==> src/rtl/ssp_pkg.sv <==
package ssp_pkg;

   typedef enum logic [1:0] {
      ST_OFF    = 2'd0,
      ST_CHARGE = 2'd1,
      ST_SOFT   = 2'd2,
      ST_RUN    = 2'd3
   } ssp_state_e;

   // Convert a millivolt level to an unsigned code against a full scale.
   function automatic int mv2code(input int mv, input int fs_mv, input int width);
      longint num;
      num = longint'(mv) * ((longint'(1) << width) - 1);
      return int'(num / fs_mv);
   endfunction

endpackage

==> src/rtl/ssp_ramp_cmp.sv <==
module ssp_ramp_cmp #(
   parameter int CODE_W  = 10,
   parameter int DIS_C   = 85,
   parameter int SW_C    = 170,
   parameter int DONE_C  = 341
) (
   input  logic [CODE_W-1:0] ramp_i,
   output logic              below_dis_o,
   output logic              at_sw_o,
   output logic              at_done_o
);
   localparam logic [CODE_W-1:0] DIS_V  = CODE_W'(DIS_C);
   localparam logic [CODE_W-1:0] SW_V   = CODE_W'(SW_C);
   localparam logic [CODE_W-1:0] DONE_V = CODE_W'(DONE_C);

   always_comb begin
      below_dis_o = (ramp_i <  DIS_V);
      at_sw_o     = (ramp_i >= SW_V);
      at_done_o   = (ramp_i >= DONE_V);
   end
endmodule

==> src/rtl/ssp_fsm.sv <==
module ssp_fsm
   import ssp_pkg::*;
(
   input  logic       clk_i,
   input  logic       rst_ni,
   input  logic       uvlo_i,
   input  logic       en_i,
   input  logic       therm_i,
   input  logic       below_dis_i,
   input  logic       at_sw_i,
   input  logic       at_done_i,
   output ssp_state_e state_o
);
   ssp_state_e state_q, state_d;

   always_comb begin
      state_d = state_q;
      if (uvlo_i || therm_i || !en_i) begin
         state_d = ST_OFF;
      end else begin
         unique case (state_q)
            ST_OFF:    state_d = ST_CHARGE;
            ST_CHARGE: if (at_sw_i) state_d = ST_SOFT;
            ST_SOFT: begin
               if (below_dis_i)    state_d = ST_OFF;
               else if (at_done_i) state_d = ST_RUN;
            end
            ST_RUN:    if (below_dis_i) state_d = ST_OFF;
            default:   state_d = ST_OFF;
         endcase
      end
   end

   always_ff @(posedge clk_i or negedge rst_ni) begin
      if (!rst_ni) state_q <= ST_OFF;
      else         state_q <= state_d;
   end

   assign state_o = state_q;
endmodule

==> src/rtl/ssp_win_edge.sv <==
module ssp_win_edge #(
   parameter int CODE_W   = 10,
   parameter int TRIP     = 562,
   parameter int RELEASE  = 556,
   parameter bit UPPER    = 1'b1
) (
   input  logic              clk_i,
   input  logic              rst_ni,
   input  logic [CODE_W-1:0] level_i,
   output logic              out_o
);
   localparam logic [CODE_W-1:0] TRIP_V = CODE_W'(TRIP);
   localparam logic [CODE_W-1:0] REL_V  = CODE_W'(RELEASE);

   logic flag_q, set_c, clr_c;

   generate
      if (UPPER) begin : g_upper
         always_comb begin
            set_c = (level_i > TRIP_V);
            clr_c = (level_i < REL_V);
         end
      end else begin : g_lower
         always_comb begin
            set_c = (level_i < TRIP_V);
            clr_c = (level_i > REL_V);
         end
      end
   endgenerate

   always_ff @(posedge clk_i or negedge rst_ni) begin
      if (!rst_ni)    flag_q <= 1'b0;
      else if (set_c) flag_q <= 1'b1;
      else if (clr_c) flag_q <= 1'b0;
   end

   assign out_o = flag_q;
endmodule

==> src/rtl/ssp_refgen.sv <==
module ssp_refgen
   import ssp_pkg::*;
#(
   parameter int CODE_W = 10,
   parameter int SW_C   = 170,
   parameter int REF_C  = 85
) (
   input  ssp_state_e        state_i,
   input  logic [CODE_W-1:0] ramp_i,
   output logic [CODE_W-1:0] ref_o
);
   localparam logic [CODE_W:0]   SW_X  = (CODE_W+1)'(SW_C);
   localparam logic [CODE_W-1:0] REF_V = CODE_W'(REF_C);

   logic [CODE_W:0]   diff;
   logic [CODE_W-1:0] track;

   always_comb begin
      diff  = {1'b0, ramp_i} - SW_X;
      track = diff[CODE_W] ? '0 : diff[CODE_W-1:0];
      unique case (state_i)
         ST_OFF:  ref_o = '0;
         ST_RUN:  ref_o = REF_V;
         default: ref_o = (track > REF_V) ? REF_V : track;
      endcase
   end
endmodule

==> src/rtl/softstart_pg_seq.sv <==
module softstart_pg_seq
   import ssp_pkg::*;
#(
   parameter int CODE_W     = 10,
   parameter int RAMP_FS_MV = 6000,
   parameter int FB_FS_MV   = 1000,
   parameter int DIS_MV     = 500,
   parameter int SW_MV      = 1000,
   parameter int DONE_MV    = 2000,
   parameter int REF_MV     = 500,
   parameter int PG_HI_MV   = 550,
   parameter int PG_LO_MV   = 450,
   parameter int PG_HYST_MV = 6
) (
   input  logic              clk_i,
   input  logic              rst_ni,
   input  logic              uvlo_i,
   input  logic              en_i,
   input  logic              therm_i,
   input  logic [CODE_W-1:0] ramp_code_i,
   input  logic [CODE_W-1:0] fb_code_i,
   output logic              ramp_charge_o,
   output logic              ramp_discharge_o,
   output logic              ramp_hold_hi_o,
   output logic              async_mode_o,
   output logic              switch_en_o,
   output logic              ref_release_o,
   output logic [CODE_W-1:0] ref_code_o,
   output logic              pgood_pull_o
);
   localparam int DIS_CODE  = mv2code(DIS_MV,  RAMP_FS_MV, CODE_W);
   localparam int SW_CODE   = mv2code(SW_MV,   RAMP_FS_MV, CODE_W);
   localparam int DONE_CODE = mv2code(DONE_MV, RAMP_FS_MV, CODE_W);
   localparam int REF_CODE  = mv2code(REF_MV,  RAMP_FS_MV, CODE_W);
   localparam int HI_CODE   = mv2code(PG_HI_MV, FB_FS_MV, CODE_W);
   localparam int LO_CODE   = mv2code(PG_LO_MV, FB_FS_MV, CODE_W);
   localparam int HYS_CODE  = mv2code(PG_HYST_MV, FB_FS_MV, CODE_W);

   // Elaboration-time parameter checks
   if (CODE_W < 4 || CODE_W > 16) begin : g_bad_width
      $error("softstart_pg_seq: CODE_W out of range");
   end
   if (!(DIS_CODE < SW_CODE && SW_CODE < DONE_CODE)) begin : g_bad_order
      $error("softstart_pg_seq: ramp thresholds must ascend");
   end
   if (DONE_CODE >= (1 << CODE_W)) begin : g_bad_done
      $error("softstart_pg_seq: completion threshold beyond full scale");
   end
   if (HYS_CODE < 1 || LO_CODE + HYS_CODE >= HI_CODE - HYS_CODE) begin : g_bad_window
      $error("softstart_pg_seq: power-good window too narrow");
   end

   logic       below_dis, at_sw, at_done;
   logic       ov_flag, uv_flag;
   ssp_state_e state;

   ssp_ramp_cmp #(
      .CODE_W (CODE_W),
      .DIS_C  (DIS_CODE),
      .SW_C   (SW_CODE),
      .DONE_C (DONE_CODE)
   ) u_cmp (
      .ramp_i      (ramp_code_i),
      .below_dis_o (below_dis),
      .at_sw_o     (at_sw),
      .at_done_o   (at_done)
   );

   ssp_fsm u_fsm (
      .clk_i       (clk_i),
      .rst_ni      (rst_ni),
      .uvlo_i      (uvlo_i),
      .en_i        (en_i),
      .therm_i     (therm_i),
      .below_dis_i (below_dis),
      .at_sw_i     (at_sw),
      .at_done_i   (at_done),
      .state_o     (state)
   );

   ssp_win_edge #(
      .CODE_W  (CODE_W),
      .TRIP    (HI_CODE),
      .RELEASE (HI_CODE - HYS_CODE),
      .UPPER   (1'b1)
   ) u_over (
      .clk_i   (clk_i),
      .rst_ni  (rst_ni),
      .level_i (fb_code_i),
      .out_o   (ov_flag)
   );

   ssp_win_edge #(
      .CODE_W  (CODE_W),
      .TRIP    (LO_CODE),
      .RELEASE (LO_CODE + HYS_CODE),
      .UPPER   (1'b0)
   ) u_under (
      .clk_i   (clk_i),
      .rst_ni  (rst_ni),
      .level_i (fb_code_i),
      .out_o   (uv_flag)
   );

   ssp_refgen #(
      .CODE_W (CODE_W),
      .SW_C   (SW_CODE),
      .REF_C  (REF_CODE)
   ) u_ref (
      .state_i (state),
      .ramp_i  (ramp_code_i),
      .ref_o   (ref_code_o)
   );

   logic drive_run, drive_sync;

   always_comb begin
      ramp_charge_o    = (state == ST_CHARGE) || (state == ST_SOFT);
      ramp_discharge_o = (state == ST_OFF);
      ramp_hold_hi_o   = (state == ST_RUN);
      ref_release_o    = (state == ST_RUN);
      drive_run        = (state == ST_SOFT) || (state == ST_RUN);
      drive_sync       = (state == ST_RUN);
      // Thermal fault removes drive without waiting for a clock edge
      switch_en_o      = drive_run && !therm_i;
      async_mode_o     = !(drive_sync && !therm_i);
      pgood_pull_o     = (state != ST_RUN) || ov_flag || uv_flag;
   end
endmodule

==> config.mk <==
export PLATFORM = sky130hd
export DESIGN_NAME = softstart_pg_seq
export DESIGN_NICKNAME = d
export VERILOG_FILES = /design/src/rtl/ssp_pkg.sv /design/src/rtl/ssp_ramp_cmp.sv /design/src/rtl/ssp_fsm.sv /design/src/rtl/ssp_win_edge.sv /design/src/rtl/ssp_refgen.sv /design/src/rtl/softstart_pg_seq.sv
export SDC_FILE = /design/constraint.sdc
export NUM_CORES = 1
export LEC_CHECK = 0
export ABC_AREA = 1
export BUFFER_PORTS_ARGS = -buffer_cell sky130_fd_sc_hd__clkbuf_2
export CAP_MARGIN = 20
export CORE_MARGIN = 5
export CORE_UTILIZATION = 44
export CTS_BUF_LIST = sky130_fd_sc_hd__clkbuf_4 sky130_fd_sc_hd__clkbuf_8
export DETAILED_ROUTE_END_ITERATION = 8
export HOLD_SLACK_MARGIN = 0.03
export PLACE_DENSITY = 0.79
export REMOVE_ABC_BUFFERS = 1
export SETUP_SLACK_MARGIN = 0.02
export SYNTH_ARGS = -nofsm -noshare
export SYNTH_HDL_FRONTEND = slang
export SYNTH_SLANG_ARGS = --single-unit
==> constraint.sdc <==
create_clock -name clk_i -period 1.2 [get_ports clk_i]
set_input_delay 0 -clock clk_i [delete_from_list [all_inputs] [get_ports clk_i]]
set_output_delay 0 -clock clk_i [all_outputs]
set_load 0.01 [all_outputs]
### Word level (Yosys, flattened, before mapping)

Index checks and enable logic that the tools add are counted.

* bits in registers: 4
* latch bits: 0
* RAM bits: 0
* bits in read-only memories: 0
* output and inout port bits: 17
* logic and storage cells: 47
* memories kept: 0

* $add $sub $neg: 1
* $mul: 0
* divide/modulo/power cells: 0
* $lt $le $gt $ge: 8
* equality and inequality tests: 7
* shift operators: 0
* mux-type cells: 13
* bitwise operators: 0
* reductions and logical operators: 15

Operators by type and width (count)
* 10-bit two-way mux: 2
* 10-bit case mux with 2 select lines: 1
* 10-bit by 8-bit subtractor with 11-bit output, second input constant: 1
* 10-bit by 8-bit greater-or-equal comparator with 1-bit output, second input constant: 1
* 10-bit by 9-bit greater-or-equal comparator with 1-bit output, second input constant: 1
* 10-bit greater-than comparator, second input constant: 1
* 10-bit by 7-bit greater-than comparator with 1-bit output, second input constant: 1
* 10-bit by 9-bit greater-than comparator with 1-bit output, second input constant: 1
* 10-bit < comparator, second input constant: 1
* 10-bit by 7-bit < comparator with 1-bit output, second input constant: 1
* 10-bit by 9-bit < comparator with 1-bit output, second input constant: 1
* 2-bit two-way mux: 5
* 2-bit case mux with 4 select lines: 1
* 1-bit logical OR: 6
* 2-bit equality test, second input constant: 2
* 1-bit two-way mux: 4
* 4-bit by 3-bit != test with 1-bit output, second input constant: 1
* 2-bit nonzero test: 2
* 1-bit logical NOT: 3
* 3-bit by 1-bit != test with 1-bit output, second input constant: 1
* 3-bit by 2-bit != test with 1-bit output, second input constant: 1
* 3-bit AND reduction: 1
* 2-bit by 1-bit equality test with 1-bit output, second input constant: 1
* 1-bit logical AND: 2
* 2 further kinds: 2

### Longest topological paths before layout

* depth after elaboration: 5
* mapped depth: 14
* depth with buffers taken out: 14

### Hierarchy

From an unflattened synthesis, not the netlist that was laid out.

* cells, all modules: 198
* area, all modules: 1073.5 um^2

Modules (own cells, without submodules)
* ssp_refgen: instances 1, cells each 84, area each 441.7 um^2
* ssp_ramp_cmp: instances 1, cells each 41, area each 191.4 um^2
* ssp_fsm: instances 1, cells each 20, area each 135.1 um^2
* ssp_win_edge at u_over: instances 1, cells each 26, area each 126.4 um^2
* softstart_pg_seq: instances 1, cells each 13, area each 91.3 um^2
* ssp_win_edge at u_under: instances 1, cells each 14, area each 87.6 um^2

### Least setup slack after synthesis

OpenSTA, ideal clock, no wires.

* path kind: reg2out
* from: register u_fsm.state_q[0] (netlist: u_fsm.state_o[0])
* to: output port ref_code_o[1]
* arrival time: 1.266 ns
* required time: 1.200 ns
* slack: -0.066 ns
* cell stages (with the launch flop): 7
* cells stage by stage: dfrtp_1 inv_1 ha_1 nand2_2 nor2_4 nand2_2 nor2_1

* cells in the longest elaborated chain, start to end: 2
* elaborated cells on any way between the ends: 3

Ends and longest elaborated chain
* start, declared: RTL line ssp_fsm.sv:14 `ssp_state_e state_q, state_d;`
* start signal, assigned: RTL line ssp_fsm.sv:36 `else state_q <= state_d;`
* 2-bit equality test or 2-bit logical NOT (tied branches): RTL line ssp_refgen.sv:21 `unique case (state_i)`
* 10-bit case mux with 2 select lines *: RTL line ssp_refgen.sv:21
* end, declared: RTL line softstart_pg_seq.sv:28 `output logic [CODE_W-1:0] ref_code_o,`

Mark *: on every way between the ends. The rest lies on a longest branch, timed or not.

### Worst setup path in the final report

* from: register u_fsm.state_q[1] (netlist: u_fsm.state_o[1])
* to: output port ref_code_o[2]

The elaborated chain is that of the path after synthesis.

==> results.sh <==
export IMPL_dp_slack_ns=-0.185
export IMPL_setup_viol=15
export IMPL_yosysTopAreaCellShare=0.226
export IMPL_ff_latch_area_um2=100
export IMPL_failed_checks="setup timing"
export IMPL_worstSetupPathType="reg2out"
export IMPL_cts_htree_levels=1
export IMPL_power_density_nw_per_um2=464
export IMPL_synth_top_family_by_area="simple AND/OR/NAND/NOR gates"
export IMPL_ios=42
export IMPL_status="finished, violations left"
export IMPL_fin_crit_ns=1.56
export IMPL_wl_per_cell_um=12.8
export IMPL_synth_area_leaders="nand2_1, dfrtp_1, nand3_1, inv_1, ha_1"
export IMPL_rows=16
export IMPL_period_share=1.30
export IMPL_grtUsageTotal=0.220
export IMPL_syn_area_per_cell_um2=5.55
export IMPL_yosysTopAreaCell="nand2_1"
export IMPL_nets=282
export IMPL_dr_first_iter_drc_count=27
export IMPL_yosysWarnings=0
export IMPL_grt_pass1_vias=1471
export IMPL_grt_remaining_overflow=0
export IMPL_first_pass_iters=5
export IMPL_crit_required_ns=1.20
export IMPL_antenna_left=0
export IMPL_multiInputGateArea_um2=773
export IMPL_cts_tree="done"
export IMPL_drive_above_1_share=0.504
export IMPL_synthAdderAreaFrac=0.0671
export IMPL_via_count=1355
export IMPL_fillCellCount=148
export IMPL_utilization=0.802
export IMPL_numCtsBuffers=3
export IMPL_synth_edff_count=0
export IMPL_end_kind="output port"
export IMPL_clkSinkCount=4
export IMPL_clockBufferDepth=2
export IMPL_synth_compound_area_frac=0.0993
export IMPL_drcViolationCount=0
export IMPL_peakVddDrop_uv=708
export IMPL_routed_wl_mm=3.55
export IMPL_drv_slew=0
export IMPL_fin_ws_ns=-0.362
export IMPL_syn2layout_area_growth_pct=70.6
export IMPL_drv_cap=0
export IMPL_clock_fmax_mhz=640
export IMPL_grt_pass1_wl_mm=5.75
export IMPL_synth_distinct_cells=29
export IMPL_grt_start_max_net_pins=7
export IMPL_fin_worst_skew_ns=0.00497
export IMPL_core_area_um2=1980
export IMPL_antenna_found_initial=1
export IMPL_die_x_um=56.0
export IMPL_start_util=0.470
export IMPL_synthXorXnorAreaFrac=0.0188
export IMPL_io_buffer_count=38
export IMPL_p_leak_nw=0.906
export IMPL_timing_final_hold_violations=0
export IMPL_hold_class="in2reg"
export IMPL_ys_seq_elements=4
export IMPL_worstPathArrival_ns=1.56
export IMPL_synth_simple_area_share=0.550
export IMPL_dp_hpwl_mm=2.57
export IMPL_die_area_um2=3140
export IMPL_fin_hold_ws_ns=0.0312
export IMPL_cts_reportedPaths_clkPinSlew_ns=0.04
export IMPL_muxShareOfSynthArea=0
export IMPL_synth_seq_area_share=0.107
export IMPL_gp_congestion=0.923
export IMPL_synthFlopType="dfrtp_1"
export IMPL_cp_max_fo=4
export IMPL_rsz0062_at_grt="true"
export IMPL_synthCells=168
export IMPL_vias_per_cell=4.87
export IMPL_dieHeight_um=56.0
export IMPL_critPathLaunchType="register"
export IMPL_clk_latency_ns=0.23
export IMPL_async_flop_share=1.00
export IMPL_clock_root_buffer="clkbuf_4"
export IMPL_syn_area_um2=932
[timing repair]
action / 4_1_cts / 5_1_grt
setup endpoints to repair: 13 / 15
hold buffers: 3 / 0
gates resized for setup: 12 / 24
pin swaps: 9 / 12
hold endpoints to repair: 5 / 0
setup buffers: 8 / 3
[Yosys cell counts, types with 2 or more instances]
cell     count
nand2_1     56
inv_1       20
nand3_1     16
nor2_1      16
a21oi_1      6
nor2_2       6
ha_1         5
nand2_2      5
buf_4        4
dfrtp_1      4
inv_2        4
nor3_1       4
o21ai_0      3
nand3_2      2
nor2_4       2
xor2_1       2
[critical path: stages, from the launching register on]
cell	delay (ns)
dfrtp_1	0.41
inv_2	0.08
ha_4	0.29
nand2_4	0.06
nor2_4	0.15
nand3_1	0.11
nand2_1	0.08
inv_1	0.04
clkbuf_2	0.11
[placed cells by master (no fill, tap or decap), drive strengths merged]
cell type     n
xor2          2
nand4         1
a31oi         1
diode         1
nand2        62
conb          3
nor3          4
or2           1
o21ai         3
nand3        18
a21boi        1
nor3b         1
a21oi         8
a41oi         1
buf          50
dlygate4sd3   3
clkbuf       33
ha            5
inv          25
nor2         24
dfrtp         4
[report_power, final]
| group | leakage (nW) | total (mW) | internal (mW) | switching [mW] |
|---|---|---|---|---|
| logic | 0.841 | 0.435 | 0.198 | 0.237 |
| registers | 0.0512 | 0.147 | 0.142 | 0.00490 |
| clock network | 0.0138 | 0.156 | 0.111 | 0.0451 |
[final timing paths]
kind / startpoint / to / slack [ns] / cells after the start
min in group asynchronous: rst_ni / u_under.out_o$_DFFE_PN0P_ / 0.13 / 2
max: u_fsm.state_o[1]$_DFFE_PN0P_ / ref_code_o[2] / -0.36 / 8
max in group asynchronous: rst_ni / u_over.out_o$_DFFE_PN0P_ / 0.95 / 2
min reg2reg: u_under.out_o$_DFFE_PN0P_ / u_under.out_o$_DFFE_PN0P_ / 0.67 / 2
min: fb_code_i[6] / u_under.out_o$_DFFE_PN0P_ / 0.03 / 2
max reg2reg: u_fsm.state_o[1]$_DFFE_PN0P_ / u_fsm.state_o[0]$_DFFE_PN0P_ / -0.29 / 9
[flip-flops by register name, summed over array words and instances (netlist names)]
signal,flops
u_fsm.state_o,2
u_under.out_o,1
u_over.out_o,1
[per-stage QoR]
step / TNS, ns / power (mW) / instance area, um2 / std cells
after detailed placement: -1.37 / 0.522 / 1350 / 260
after CTS: -3.27 / 0.712 / 1510 / 274
after global placement: -1.09 / 0.508 / 1350 / 260
final: -4.10 / 0.738 / 1590 / 278
after global routing: -5.18 / 0.802 / 1590 / 278
after floorplan: -0.344 / 0.341 / 893 / 164
[final cells by class]
type / count / share of cell area
Multi-Input combinational cell: 135 / 0.486
Tap cell: 27 / 0.0212
Clock buffer: 3 / 0.0142
Antenna cell: 1 / 0.00157
Inverter: 25 / 0.0622
Sequential cell: 4 / 0.0629
Timing Repair Buffer: 83 / 0.352
[kinds of logic (layout without fill, tap and decap cells)]
logic type,count (synthesis),after routing
DFF,4,4
other,1,4
adders and majority gates,5,5
and+or+nand+nor,111,111
AOI/OAI and AO/OA,14,14
xor gates and xnor gates,2,2
buffers and inverters,31,111
[routing by layer]
metal / vias up / GRT usage / part of all wire
li1: 685 / - / -
met5: - / 0 / 0
met4: 0 / 0.125 / 0.050
met1: 605 / 0.194 / 0.34
met2: 47 / 0.439 / 0.56
met3: 18 / 0.0510 / 0.049
Note: power is estimated with default switching activity, not from simulation.
